==> src/rtl/ds_corr_pkg.sv <==
package ds_corr_pkg;
  localparam int DEF_DATA_W  = 12;
  localparam int DEF_OFS_W   = 8;
  localparam int DEF_CODE_W  = 12;
  localparam int DEF_CHAN_W  = 2;
  localparam int RANGE_W     = 3;
  localparam int XMUL_W      = 3;

  // One-hot range field to gain multiplier; illegal patterns fall back to 1.
  function automatic logic [XMUL_W-1:0] range_to_xmul(input logic [RANGE_W-1:0] sel);
    logic [XMUL_W-1:0] x;
    unique case (sel)
      3'b001:  x = 3'd1;
      3'b010:  x = 3'd3;
      3'b100:  x = 3'd7;
      default: x = 3'd1;
    endcase
    return x;
  endfunction
endpackage

==> src/rtl/ds_range_decode.sv <==
module ds_range_decode
  import ds_corr_pkg::*;
(
  input  logic [RANGE_W-1:0] range_sel,
  output logic [XMUL_W-1:0]  xmul
);
  always_comb xmul = range_to_xmul(range_sel);
endmodule

==> src/rtl/ds_offset_stage.sv <==
module ds_offset_stage
  import ds_corr_pkg::*;
#(
  parameter int DATA_W = DEF_DATA_W,
  parameter int OFS_W  = DEF_OFS_W,
  parameter int CODE_W = DEF_CODE_W,
  parameter int CHAN_W = DEF_CHAN_W,
  localparam int DW    = (DATA_W > OFS_W ? DATA_W : OFS_W) + 1,
  localparam int SW    = DW + 1
)(
  input  logic              clk,
  input  logic              rst,
  input  logic              in_valid,
  input  logic [CHAN_W-1:0] in_chan,
  input  logic [DATA_W-1:0] in_sample,
  input  logic [OFS_W-1:0]  ofs_const,
  input  logic [OFS_W-1:0]  ofs_pixel,
  input  logic [CODE_W-1:0] gain_code,
  input  logic [XMUL_W-1:0] xmul_in,
  output logic              s1_valid,
  output logic [CHAN_W-1:0] s1_chan,
  output logic [DW-1:0]     s1_diff,
  output logic              s1_zero,
  output logic [CODE_W-1:0] s1_code,
  output logic [XMUL_W-1:0] s1_xmul
);
  // Signed difference: sample plus constant minus per-pixel offset.
  function automatic logic signed [SW-1:0] offset_diff(
    input logic [DATA_W-1:0] smp,
    input logic [OFS_W-1:0]  addend,
    input logic [OFS_W-1:0]  subtrahend
  );
    logic signed [SW-1:0] a, b, c;
    a = $signed(SW'(smp));
    b = $signed(SW'(addend));
    c = $signed(SW'(subtrahend));
    return a + b - c;
  endfunction

  logic signed [SW-1:0] raw_diff;
  logic                 neg_evt;
  logic [DW-1:0]        clipped;

  always_comb begin
    raw_diff = offset_diff(in_sample, ofs_const, ofs_pixel);
    neg_evt  = raw_diff[SW-1];
    clipped  = neg_evt ? '0 : raw_diff[DW-1:0];
  end

  always_ff @(posedge clk) begin
    if (rst) s1_valid <= 1'b0;
    else     s1_valid <= in_valid;
  end

  always_ff @(posedge clk) begin
    if (in_valid) begin
      s1_chan <= in_chan;
      s1_diff <= clipped;
      s1_zero <= neg_evt;
      s1_code <= gain_code;
      s1_xmul <= xmul_in;
    end
  end
endmodule

==> src/rtl/ds_gain_stage.sv <==
module ds_gain_stage
  import ds_corr_pkg::*;
#(
  parameter int DATA_W = DEF_DATA_W,
  parameter int OFS_W  = DEF_OFS_W,
  parameter int CODE_W = DEF_CODE_W,
  parameter int CHAN_W = DEF_CHAN_W,
  localparam int DW    = (DATA_W > OFS_W ? DATA_W : OFS_W) + 1,
  localparam int FRAC_W = DATA_W,
  localparam int PW    = DW + CODE_W + XMUL_W + 2
)(
  input  logic              clk,
  input  logic              rst,
  input  logic              s1_valid,
  input  logic [CHAN_W-1:0] s1_chan,
  input  logic [DW-1:0]     s1_diff,
  input  logic [CODE_W-1:0] s1_code,
  input  logic [XMUL_W-1:0] s1_xmul,
  output logic              out_valid,
  output logic [CHAN_W-1:0] out_chan,
  output logic [DATA_W-1:0] out_data
);
  // Full-precision diff * (1 + code*X / 2^FRAC_W), truncated, then clamped.
  function automatic logic [DATA_W-1:0] scale_and_clamp(
    input logic [DW-1:0]     d,
    input logic [CODE_W-1:0] code,
    input logic [XMUL_W-1:0] x
  );
    logic [PW-1:0] unity_part, frac_part, total, shifted;
    unity_part = PW'(d) << FRAC_W;
    frac_part  = PW'(d) * PW'(code) * PW'(x);
    total      = unity_part + frac_part;
    shifted    = total >> FRAC_W;
    if (|shifted[PW-1:DATA_W]) return '1;
    return shifted[DATA_W-1:0];
  endfunction

  logic [DATA_W-1:0] scaled;
  always_comb scaled = scale_and_clamp(s1_diff, s1_code, s1_xmul);

  always_ff @(posedge clk) begin
    if (rst) out_valid <= 1'b0;
    else     out_valid <= s1_valid;
  end

  always_ff @(posedge clk) begin
    if (s1_valid) begin
      out_chan <= s1_chan;
      out_data <= scaled;
    end
  end
endmodule

==> src/rtl/ds_corrector.sv <==
module ds_corrector
  import ds_corr_pkg::*;
#(
  parameter int DATA_W = DEF_DATA_W,
  parameter int OFS_W  = DEF_OFS_W,
  parameter int CODE_W = DEF_CODE_W,
  parameter int CHAN_W = DEF_CHAN_W,
  localparam int DW    = (DATA_W > OFS_W ? DATA_W : OFS_W) + 1
)(
  input  logic               clk,
  input  logic               rst,
  input  logic               in_valid,
  input  logic [CHAN_W-1:0]  in_chan,
  input  logic [DATA_W-1:0]  in_sample,
  input  logic [OFS_W-1:0]   ofs_const,
  input  logic [OFS_W-1:0]   ofs_pixel,
  input  logic [CODE_W-1:0]  gain_code,
  input  logic [RANGE_W-1:0] range_sel,
  output logic               out_valid,
  output logic [CHAN_W-1:0]  out_chan,
  output logic [DATA_W-1:0]  out_data
);
  // Named inter-stage signals, also observed by the bound checker.
  logic [XMUL_W-1:0] xmul_in;
  logic              s1_valid;
  logic [CHAN_W-1:0] s1_chan;
  logic [DW-1:0]     s1_diff;
  logic              s1_zero;
  logic [CODE_W-1:0] s1_code;
  logic [XMUL_W-1:0] s1_xmul;

  ds_range_decode u_range (
    .range_sel (range_sel),
    .xmul      (xmul_in)
  );

  ds_offset_stage #(
    .DATA_W(DATA_W), .OFS_W(OFS_W), .CODE_W(CODE_W), .CHAN_W(CHAN_W)
  ) u_ofs (
    .clk       (clk),
    .rst       (rst),
    .in_valid  (in_valid),
    .in_chan   (in_chan),
    .in_sample (in_sample),
    .ofs_const (ofs_const),
    .ofs_pixel (ofs_pixel),
    .gain_code (gain_code),
    .xmul_in   (xmul_in),
    .s1_valid  (s1_valid),
    .s1_chan   (s1_chan),
    .s1_diff   (s1_diff),
    .s1_zero   (s1_zero),
    .s1_code   (s1_code),
    .s1_xmul   (s1_xmul)
  );

  ds_gain_stage #(
    .DATA_W(DATA_W), .OFS_W(OFS_W), .CODE_W(CODE_W), .CHAN_W(CHAN_W)
  ) u_gain (
    .clk       (clk),
    .rst       (rst),
    .s1_valid  (s1_valid),
    .s1_chan   (s1_chan),
    .s1_diff   (s1_diff),
    .s1_code   (s1_code),
    .s1_xmul   (s1_xmul),
    .out_valid (out_valid),
    .out_chan  (out_chan),
    .out_data  (out_data)
  );
endmodule

==> config.mk <==
export PLATFORM = sky130hd
export DESIGN_NAME = ds_corrector
export DESIGN_NICKNAME = d
export VERILOG_FILES = /design/src/rtl/ds_corr_pkg.sv /design/src/rtl/ds_range_decode.sv /design/src/rtl/ds_offset_stage.sv /design/src/rtl/ds_gain_stage.sv /design/src/rtl/ds_corrector.sv
export SDC_FILE = /design/constraint.sdc
export NUM_CORES = 1
export LEC_CHECK = 0
export BUFFER_PORTS_ARGS = -buffer_cell sky130_fd_sc_hd__buf_4
export CORE_UTILIZATION = 69
export CTS_CLUSTER_SIZE = 20
export DETAILED_ROUTE_END_ITERATION = 10
export PLACE_DENSITY = 0.88
export REMOVE_ABC_BUFFERS = 1
export SLEW_MARGIN = 20
export SYNTH_ARGS = -nofsm -noshare
export SYNTH_HDL_FRONTEND = slang
export SYNTH_HIERARCHICAL = 1
export SYNTH_SLANG_ARGS = --single-unit
==> constraint.sdc <==
create_clock -name clk -period 24.7 [get_ports clk]
set_input_delay 2.47 -clock clk [delete_from_list [all_inputs] [get_ports clk]]
set_output_delay 2.47 -clock clk [all_outputs]
set_load 0.005 [all_outputs]
### Yosys cells after proc, flatten, opt, wreduce, memory -nomap -nowiden

Cells that the tools add are included.

* register bits after elaboration: 46
* latch bits: 0
* output and inout bits: 15
* memory bits (writable): 0
* input port bits: 48
* memories kept: 0
* ROM bits: 0

* muxes and demuxes: 4
* shifts and indexed selects: 0
* equality and inequality tests: 2
* divide/modulo/power cells: 0
* $mul: 2
* bitwise logic cells: 0
* magnitude comparators: 0
* reduce and logical (&&, ||, !) cells: 1
* $add $sub $neg: 3

Operators with widths (number)
* 25-bit by 28-bit adder with 29-bit output: 1
* 25-bit by 3-bit multiplier with 28-bit output: 1
* 13-bit by 12-bit multiplier with 25-bit output: 1
* 12-bit 2-to-1 mux: 2
* 14-bit by 9-bit subtractor with 14-bit output: 1
* 12-bit by 8-bit adder with 13-bit output: 1
* 3-bit one-hot mux with 2 select lines: 1
* 6-bit OR reduction: 1
* 3-bit by 2-bit == test with 1-bit output, second input constant: 1
* 3-bit == test, second input constant: 1
* 1-bit 2-to-1 mux: 1

### Logic depth before layout (Yosys ltp)

Gate-level depths: netlist (run 1).

* depth in word-level cells: 6
* mapped depth: 34

### By module

Netlist (run 1), hierarchy kept.

By module, submodules not included
* ds_gain_stage: sequential area each 440.4 um^2, cells an instance 968, times used 1, area an instance 8141.6 um^2
* ds_offset_stage: sequential area each 950.9 um^2, cells an instance 174, times used 1, area an instance 1934.4 um^2
* ds_range_decode: sequential area each 0.0 um^2, cells an instance 5, times used 1, area an instance 31.3 um^2

### Worst setup path after synthesis (run 1)

OpenSTA, ideal clock, no wires.

* path kind: reg-to-reg
* start point: register u_ofs.s1_code[6]
* end point: register u_gain.out_data[11], data pin
* path slack: 16.978 ns
* required time: 24.428 ns
* cell stages (with the launch flop): 30
* setup time: 0.272 ns
* arrival time: 7.451 ns
* cells stage by stage: edfxtp_1 > clkbuf_1 > and2_1 > fa_1 > inv_1 > fa_1 > inv_1 > fa_1 > fa_1 > inv_1 > fa_1 > inv_1 > ha_1 > and3_4 > nor3b_1 > or3_1 > o21ai_0 > nand2b_1 > a21oi_2 > mux2i_1 > fa_1 > fa_1 > ha_1 > a21oi_1 > nor2b_1 > o21ai_0 > nand2b_1 > a21oi_1 > a21oi_1 > or4_1

* cells in the longest elaborated chain, start to end: 6

RTL lines
* from (decl): line ds_offset_stage.sv:24 `output logic [CODE_W-1:0] s1_code,`
* from (signal assigned): line ds_offset_stage.sv:60 `s1_code <= gain_code;`
* 13-bit by 12-bit multiplier with 25-bit output *: line ds_gain_stage.sv:31 `frac_part = PW'(d) * PW'(code) * PW'(x);`
* 25-bit by 3-bit multiplier with 28-bit output *: line ds_gain_stage.sv:31
* 25-bit by 28-bit adder with 29-bit output *: line ds_gain_stage.sv:32 `total = unity_part + frac_part;`
* 6-bit OR reduction: line ds_gain_stage.sv:34 `if (|shifted[PW-1:DATA_W]) return '1;`
* 1-bit 2-to-1 mux: line ds_gain_stage.sv:34
* 12-bit 2-to-1 mux *: line ds_gain_stage.sv:35 `return shifted[DATA_W-1:0];`
* to (signal assigned): line ds_gain_stage.sv:49 `out_data <= scaled;`
* to (decl): line ds_gain_stage.sv:21 `output logic [DATA_W-1:0] out_data`

Every way passes the cells marked *; elsewhere a longest branch is shown, timed or not.
A chain may end at the register's enable or synchronous reset.

### Worst setup path in the final report (run 1)

* start point: register u_ofs.s1_code[9]
* end point: register u_gain.out_data[0], data pin

Same word-level chain as after synthesis.

==> results.yml, run 1 <==
global_route:
  met2_usage_pct: 54.85
  grt_pass1_vias: 8208
  antenna_found_initial: 0
  grt_pass1_wl_um: 36450
  overflow: 0
  grt_busiest_layer: "met2"
  track_usage_pct: 31.08
  met3_usage_pct: 4.972
  grt_max_degree: 32
  use_met1_pct: 37.33
final_layout:
  regArea_mm2: 0.001361
  area_growth_syn_to_layout_pct: 6.283
  drive_gt1_share_pct: 7.942
  final_cell_count_no_fill: 1351
  fill_cells: 985
  num-nets-final: 1484
  n_antenna_cell: 0
  final_area_mm2: 0.01071
  multi_input_area_mm2: 0.007584
  finish.utilization_pct: 76.27
timing:
  max_freq_mhz: 115.0
  report.final.slew_viol_count: 0
  setup_viol: 0
  clock_skew_ns: 0.007894
  tns_ns: 0
  rsz0062_at_grt: "no"
  maxSlewHeadroom_pct: 35.08
  period_share_pct: 35.19
  tightest_slew_ns: 0.9738
  finalHoldViolCount: 0
  finalCriticalPeriod_ns: 8.692
clocking:
  clkSinkCount: 46
  cts_tree: "done"
  clkSlewWorstSetupHoldPaths_ns: 0.06
  post_cts_buffers: 0
  ctsResizeCount: 0
  clk_latency_ns: 0.30
  cts_max_path_buffers: 2
  h-tree-depth: 2
  cts-root-buf: "clkbuf_16"
  postCtsHoldBufs: 0
  cts_buffers: 5
logic_synthesis:
  synthesis.area_mm2: 0.01008
  postSynthCellCount: 1146
  avgSynthCellArea_um2: 8.793
  synth_warnings: 6
floorplan:
  die_h_um: 122.9
  dieArea_mm2: 0.01509
  coreArea_mm2: 0.01404
  ioPinCount: 63
  start_util_pct: 71.76
  dieWidth_um: 122.9
  rows: 43
drt:
  drt-total-wl_um: 21270
  postRouteAntennaNets: 0
  dr.pass1.iters: 7
  routedWlPerCell_um: 15.74
  via_per_inst: 5.731
  route.detailed.drc: 0
  via_count: 7743
  drt_iter0_markers: 541
place:
  io_buffers: 62
  hpwl_um: 16740
  place_area_mm2: 0.01057
  place_congestion: 0.8697
  placedCellCount: 1343
worst_hold_path:
  worstHoldPathType: "reg2reg"
critical_path:
  critPathKind: "reg2reg"
  crit_path_end_kind: "register"
  startpoint_type: "register"
  critPathRequiredTime_ns: 24.72
  cp.arrival_ns: 8.71
  crit_fanout: 13
run:
  max_cap_viol_count: 0
run_status:
  outcome: "finished clean"
[path summary, 6_finish.rpt]
path	slack, ns	to	cells after the start	start
worst min-delay path	0.42	u_gain/out_chan[0]$_DFFE_PP_	0	u_ofs/s1_chan[0]$_DFFE_PP_
worst max-delay path	16.01	u_gain/out_data[0]$_SDFFCE_PP1P_	26	u_ofs/s1_code[9]$_DFFE_PP_
worst min register to register	0.42	u_gain/out_chan[0]$_DFFE_PP_	0	u_ofs/s1_chan[0]$_DFFE_PP_
worst max register to register	16.01	u_gain/out_data[0]$_SDFFCE_PP1P_	26	u_ofs/s1_code[9]$_DFFE_PP_
[area by class of cell]
cell class                      count  share of cell area (%)
Tap cell                          180                   2.103
Clock buffer                        5                   1.168
Sequential cell                    46                   12.71
Multi-Input combinational cell    805                   70.81
Clock inverter                      3                  0.1051
Timing Repair Buffer               62                   4.346
Inverter                          250                   8.762
[stage by stage]
stage / hold slack [ns] / setup WS (ns)
after floorplan: 0.4003 / 16.90
after global placement: 0.4004 / 16.44
after detailed placement: 0.4052 / 16.23
after CTS: 0.4200 / 16.14
after global routing: 0.4334 / 15.66
final: 0.4181 / 16.01
[metal layers]
layer	up-vias	part of all wire (%)
li1	3645	-
met1	3785	40
met2	255	51
met3	58	5.5
met4	0	3.5
met5	-	0
[worst max-delay path, cell delays in order, from the launching register on]
cell and delay [ns]:
edfxtp_1 0.64, and2_1 0.30, fa_1 0.52, fa_1 0.59, fa_1 0.46, fa_1 0.51, inv_1 0.06, fa_1 0.48
inv_1 0.04, ha_1 0.41, and3_4 0.25, nor3b_1 0.16, or3_1 0.33, o21ai_0 0.22, nand2b_1 0.11, a21oi_2 0.25
mux2i_1 0.26, fa_1 0.47, fa_1 0.50, ha_1 0.37, a21oi_1 0.16, nor2b_1 0.05, o21ai_0 0.15, nand2b_1 0.07
a21oi_1 0.35, a31o_1 0.51, o2111ai_2 0.17
[sequential cells by signal, summed over array words and instances (netlist names)]
signal            cells
u_ofs/s1_valid        1
u_gain/out_data      12
u_gain/out_valid      1
u_ofs/s1_xmul         3
u_ofs/s1_chan         2
u_ofs/s1_diff        13
u_ofs/s1_code        12
u_gain/out_chan       2
[cell usage in the layout, fill, tap and decap left out, drive strengths merged, types with 3 or more instances in the layout]
cell and count:
a2111oi 3, ha 112, o211ai 5, and2 94
nand2b 12, and3 8, nand4 6, xor2 6
xnor2 16, nand2 157, nor4 7, o2111ai 4
o31a 3, o21a 5, clkbuf 5, inv 249
fa 154, edfxtp 44, nor2 40, nor3 10
mux2i 6, or4 3, a31oi 8, a21o 16
a211oi 5, buf 62, nor2b 12, a21oi 30
clkinv 4, nand3 21, nand3b 4, nand4b 4
o21ai 25
Power of run 1 is not shown: default switching activity piles up to over one toggle a cycle in this logic, so the estimate is an artifact.
==> run 2, diff against run 1 <==
CORE_UTILIZATION = 58   (was 69)
PLACE_DENSITY = 0.79   (was 0.88)
clock period = 7.9 ns   (was 24.7 ns; I/O delays follow)
==> run 2 against run 1 <==
  * First-iteration DRC count shrank 9.8%
  * Setup slack lost 16 ns
  * Maximum frequency grew 12%
  * Sequential cell count is the same
  * Register-to-register slack lost 16 ns
  * Clock-buffer cell count grew 1
  * Clock skew shrank 0.0039 ns
  * Cell count grew 9.9%
  * Critical path type unchanged
==> results.yml, run 2 (synthesis results as in run 1) <==
place:
  dp_slack_ns: -0.07960
  place_congestion: 0.9414
  io_buffers: 62
  hpwl_um: 16820
worst_hold_path:
  hold_path_startpoint: "u_ofs/s1_chan[0]$_DFFE_PP_"
  worstHoldPathType: "reg2reg"
  whs_path_depth: 0
  hold_end: "u_gain/out_chan[0]$_DFFE_PP_"
clocking:
  cts_buffers: 5
  cts_max_path_buffers: 2
  clk_latency_ns: 0.29
  cts_tree: "done"
  clkSinkCount: 46
  h-tree-depth: 2
  cts-root-buf: "clkbuf_16"
  clkSlewWorstSetupHoldPaths_ns: 0.06
drt:
  dr.pass1.iters: 5
  drt-total-wl_um: 23190
  routedWlPerCell_um: 15.62
  drt_iter0_markers: 488
  via_per_inst: 5.521
  route.detailed.drc: 0
  via_count: 8199
  postRouteAntennaNets: 0
final_layout:
  top_regs: "u_ofs/s1_diff (13), u_gain/out_data (12), u_ofs/s1_code (12)"
  mostFrequentLayoutCells: "inv_1, nand2_1, fa_1"
  largest_reg_flops: 13
  final_common_cell: "inv_1"
  n_antenna_cell: 0
  num-nets-final: 1578
  largest_register: "u_ofs/s1_diff"
  area_growth_syn_to_layout_pct: 19.26
  drive_gt1_share_pct: 20.55
critical_path:
  r2r_end: "u_gain/out_data[0]$_SDFFCE_PP1P_"
  rrSetupSlack_ns: 0.13
  max_stage_delay_ns: 0.59
  critical_path.slowest_cell: "fa_1"
  critPathRequiredTime_ns: 7.93
  reg2reg_from: "u_ofs/s1_code[4]$_DFFE_PP_"
  ff2ff_path_depth: 28
  critPathKind: "reg2reg"
  crit_fanout: 10
  cp.arrival_ns: 7.80
  crit_path_end_kind: "register"
  crit_path_frequent_cell: "fa_1"
  startpoint_type: "register"
run_status:
  outcome: "finished clean"
timing:
  clock_skew_ns: 0.004032
  max_freq_mhz: 128.7
  maxSlewHeadroom_pct: 35.47
  report.final.slew_viol_count: 0
  period_share_pct: 98.32
  setup_ws_ns: 0.1324
  tightest_slew_ns: 0.9679
  finalHoldViolCount: 0
  finalCriticalPeriod_ns: 7.768
  setup_viol: 0
floorplan:
  dieArea_mm2: 0.01791
  ioPinCount: 63
  coreArea_mm2: 0.01676
  die_h_um: 133.8
  rows: 47
  start_util_pct: 60.13
  dieWidth_um: 133.8
global_route:
  grt_max_degree: 32
  antenna_found_initial: 0
  grt_pass1_vias: 8282
  overflow: 0
  grt_pass1_wl_um: 36510
  track_usage_pct: 25.29
run:
  max_cap_viol_count: 0
==> run 2: repair_timing <==
| item | CTS | global route |
|---|---|---|
| hold buffers | 0 | 0 |
| pin swaps | 1 | 68 |
| resized for setup | 4 | 97 |
| cloned | 0 | 0 |
| setup endpoints to repair | 12 | 12 |
| buffers inserted | 8 | 44 |
==> run 2: worst max path at each step <==
stage / slack [ns] / start / endpoint / depth (start not counted)
2_1_floorplan: 0.1 / u_ofs/s1_diff[5]$_SDFFCE_PN0P_ / u_gain/out_data[0]$_SDFFCE_PP1P_ / 28
3_3_place_gp: 0.1 / u_ofs/s1_code[7]$_DFFE_PP_ / u_gain/out_data[11]$_SDFFCE_PP1P_ / 28
3_5_place_dp: -0.08 / u_ofs/s1_code[7]$_DFFE_PP_ / u_gain/out_data[11]$_SDFFCE_PP1P_ / 29
4_1_cts: 0.004 / u_ofs/s1_code[6]$_DFFE_PP_ / u_gain/out_data[11]$_SDFFCE_PP1P_ / 30
5_1_grt: -0.17 / u_ofs/s1_code[4]$_DFFE_PP_ / u_gain/out_data[10]$_SDFFCE_PP1P_ / 29
6_report: 0.13 / u_ofs/s1_code[4]$_DFFE_PP_ / u_gain/out_data[0]$_SDFFCE_PP1P_ / 28
==> run 2: cell type report <==
cell class                 count  area [um^2]
multi-input combinational    805         8051
fill                        1180         4742
sequential                    46         1361
timing repair buffer         156         1254
inverter                     250        938.4
tap                          220        275.3
clock buffer                   6        128.9
clock inverter                 2        8.758
==> run 2: critical path: cells and delay by family (launching register included) <==
kind                       cells  cell delay [ns]
AOI/OAI and AO/OA              4             0.90
buffers and inverters          8             0.82
and+or+nand+nor                6             0.99
adders and majority gates      9             4.16
DFF                            1             0.40
xor gates and xnor gates       1             0.24
==> run 2: per-layer routing <==
layer	vias to the layer above	routed length, um	GRT usage (%)	share of wire, %
met5	-	0	0	0
met3	78	1248	2.079	5.4
li1	3819	-	-	-
met2	304	12020	46.63	52
met1	3998	8912	31.09	38
met4	0	1013	8.396	4.4
==> run 2: stage by stage <==
stage               std cells  area, um^2  utilization (%)  hold WS [ns]  setup TNS, ns
floorplan                1101        9883                -        0.4003              0
global placement         1425       10960            65.42        0.4002              0
detailed placement       1425       10960            65.42        0.4102        -0.2040
CTS                      1441       11170            66.63        0.4251              0
global route             1485       12020            71.71        0.4273         -1.169
finish                   1485       12020            71.71        0.4211              0
Power of run 2 is left out for the same reason.
==> run 3, diff against run 2 <==
CORE_UTILIZATION = 30   (was 58)
PLACE_DENSITY = default   (was 0.79)
==> run 3 against run 2 <==
  * Clock-buffer cell count shrank 1
  * Design area grew 1.5%
  * Clock skew grew 0.0063 ns
  * Die area grew 92%
  * Maximum frequency is essentially flat
  * Critical path type unchanged
==> results.yml, run 3 (synthesis results as in run 1) <==
place:
  dp_slack_ns: -0.03640
  place_congestion: 0.8318
  hpwl_um: 17990
  io_buffers: 62
critical_path:
  critPathKind: "reg2reg"
  crit_path_frequent_cell: "fa_1"
  cp.arrival_ns: 7.80
  max_stage_delay_ns: 0.57
  cp_top_family: "adder cells"
  crit_path_end_kind: "register"
  critPathRequiredTime_ns: 7.93
  crit_fanout: 5
  startpoint_type: "register"
  critPathBufInv: 6
  path_depth: 25
  ff2ff_path_depth: 25
  critical_path.slowest_cell: "fa_1"
global_route:
  grt_pass1_vias: 8142
  track_usage_pct: 13.15
  grt_pass1_wl_um: 37050
  overflow: 0
  grt_max_degree: 32
  antenna_found_initial: 0
timing:
  max_freq_mhz: 128.7
  maxSlewHeadroom_pct: 34.76
  report.final.slew_viol_count: 0
  clock_skew_ns: 0.01030
  finalCriticalPeriod_ns: 7.771
  finalHoldViolCount: 0
  rsz0062_at_grt: "yes"
  setup_viol: 0
  tightest_slew_ns: 0.9785
  setup_ws_ns: 0.1294
  period_share_pct: 98.36
clocking:
  clkSlewWorstSetupHoldPaths_ns: 0.07
  postCtsHoldBufs: 0
  clk_latency_ns: 0.30
  cts_buffers: 5
  cts-root-buf: "clkbuf_16"
  clkSinkCount: 46
  h-tree-depth: 2
  cts_tree: "done"
  cts_max_path_buffers: 2
drt:
  routedWlPerCell_um: 12.96
  route.detailed.drc: 0
  drt_iter0_markers: 342
  dr.pass1.iters: 4
  drt-total-wl_um: 22060
  via_per_inst: 4.623
  postRouteAntennaNets: 0
  via_count: 7868
final_layout:
  largest_register: "u_ofs/s1_diff"
  largest_reg_flops: 13
  top_regs: "u_ofs/s1_diff (13), u_gain/out_data (12), u_ofs/s1_code (12)"
  n_antenna_cell: 0
  area_growth_syn_to_layout_pct: 21.07
  final_common_cell: "inv_1"
  mostFrequentLayoutCells: "inv_1, nand2_1, fa_1"
  drive_gt1_share_pct: 20.16
  num-nets-final: 1573
worst_hold_path:
  worstHoldPathType: "reg2reg"
  whs_path_depth: 0
floorplan:
  ioPinCount: 63
  rows: 66
  dieWidth_um: 185.3
  coreArea_mm2: 0.03278
  start_util_pct: 30.74
  die_h_um: 185.3
  dieArea_mm2: 0.03433
run_status:
  outcome: "finished clean"
run:
  max_cap_viol_count: 0
[run 3: repair_timing]
action	CTS	global route
setup endpoints to repair	11	12
pin swaps	0	50
buffers inserted	4	35
gates resized for setup	3	100
cloned	0	1
[run 3: cell type report]
class                      count  area [um^2]
clock buffer                   5        125.1
clock inverter                 3        21.27
fill                        3384        20580
inverter                     250        940.9
multi-input combinational    805         7988
sequential                    46         1361
tap                          442        553.0
timing repair buffer         151         1211
[run 3: final timing paths]
path | start | to | slack (ns)
max reg2reg | u_ofs/s1_code[8]$_DFFE_PP_ | u_gain/out_data[11]$_SDFFCE_PP1P_ | 0.13
min | u_ofs/s1_chan[0]$_DFFE_PP_ | u_gain/out_chan[0]$_DFFE_PP_ | 0.42
min reg2reg | u_ofs/s1_chan[0]$_DFFE_PP_ | u_gain/out_chan[0]$_DFFE_PP_ | 0.42
max | u_ofs/s1_code[8]$_DFFE_PP_ | u_gain/out_data[11]$_SDFFCE_PP1P_ | 0.13
[run 3: layer usage]
layer,vias up,track usage (%),routed length [um]
li1,3814,-,-
met1,3900,16.32,9832
met2,126,24.12,11240
met3,28,1.258,665
met4,0,3.405,323
met5,-,0,0
[run 3: per-stage QoR]
stage	util, %	cells	TNS, ns	hold slack, ns	area (um^2)
final	37.21	1702	0	0.4171	12200
after CTS	35.00	1666	-0.008543	0.4263	11480
after detailed placement	34.41	1654	-0.06631	0.4107	11280
after floorplan	-	1101	0	0.4003	9883
after global placement	34.41	1654	-0.03245	0.4007	11280
after global routing	37.21	1702	-0.3283	0.4302	12200
[run 3: worst register-to-register path: cells and delay by family (launching register included)]
family,cells,cell delay (ns)
flops,1,0.49
buf+inv,6,0.59
fa+ha+maj,9,4.07
compound gates,3,0.94
simple gates,7,1.40
Power of run 3 is left out for the same reason.
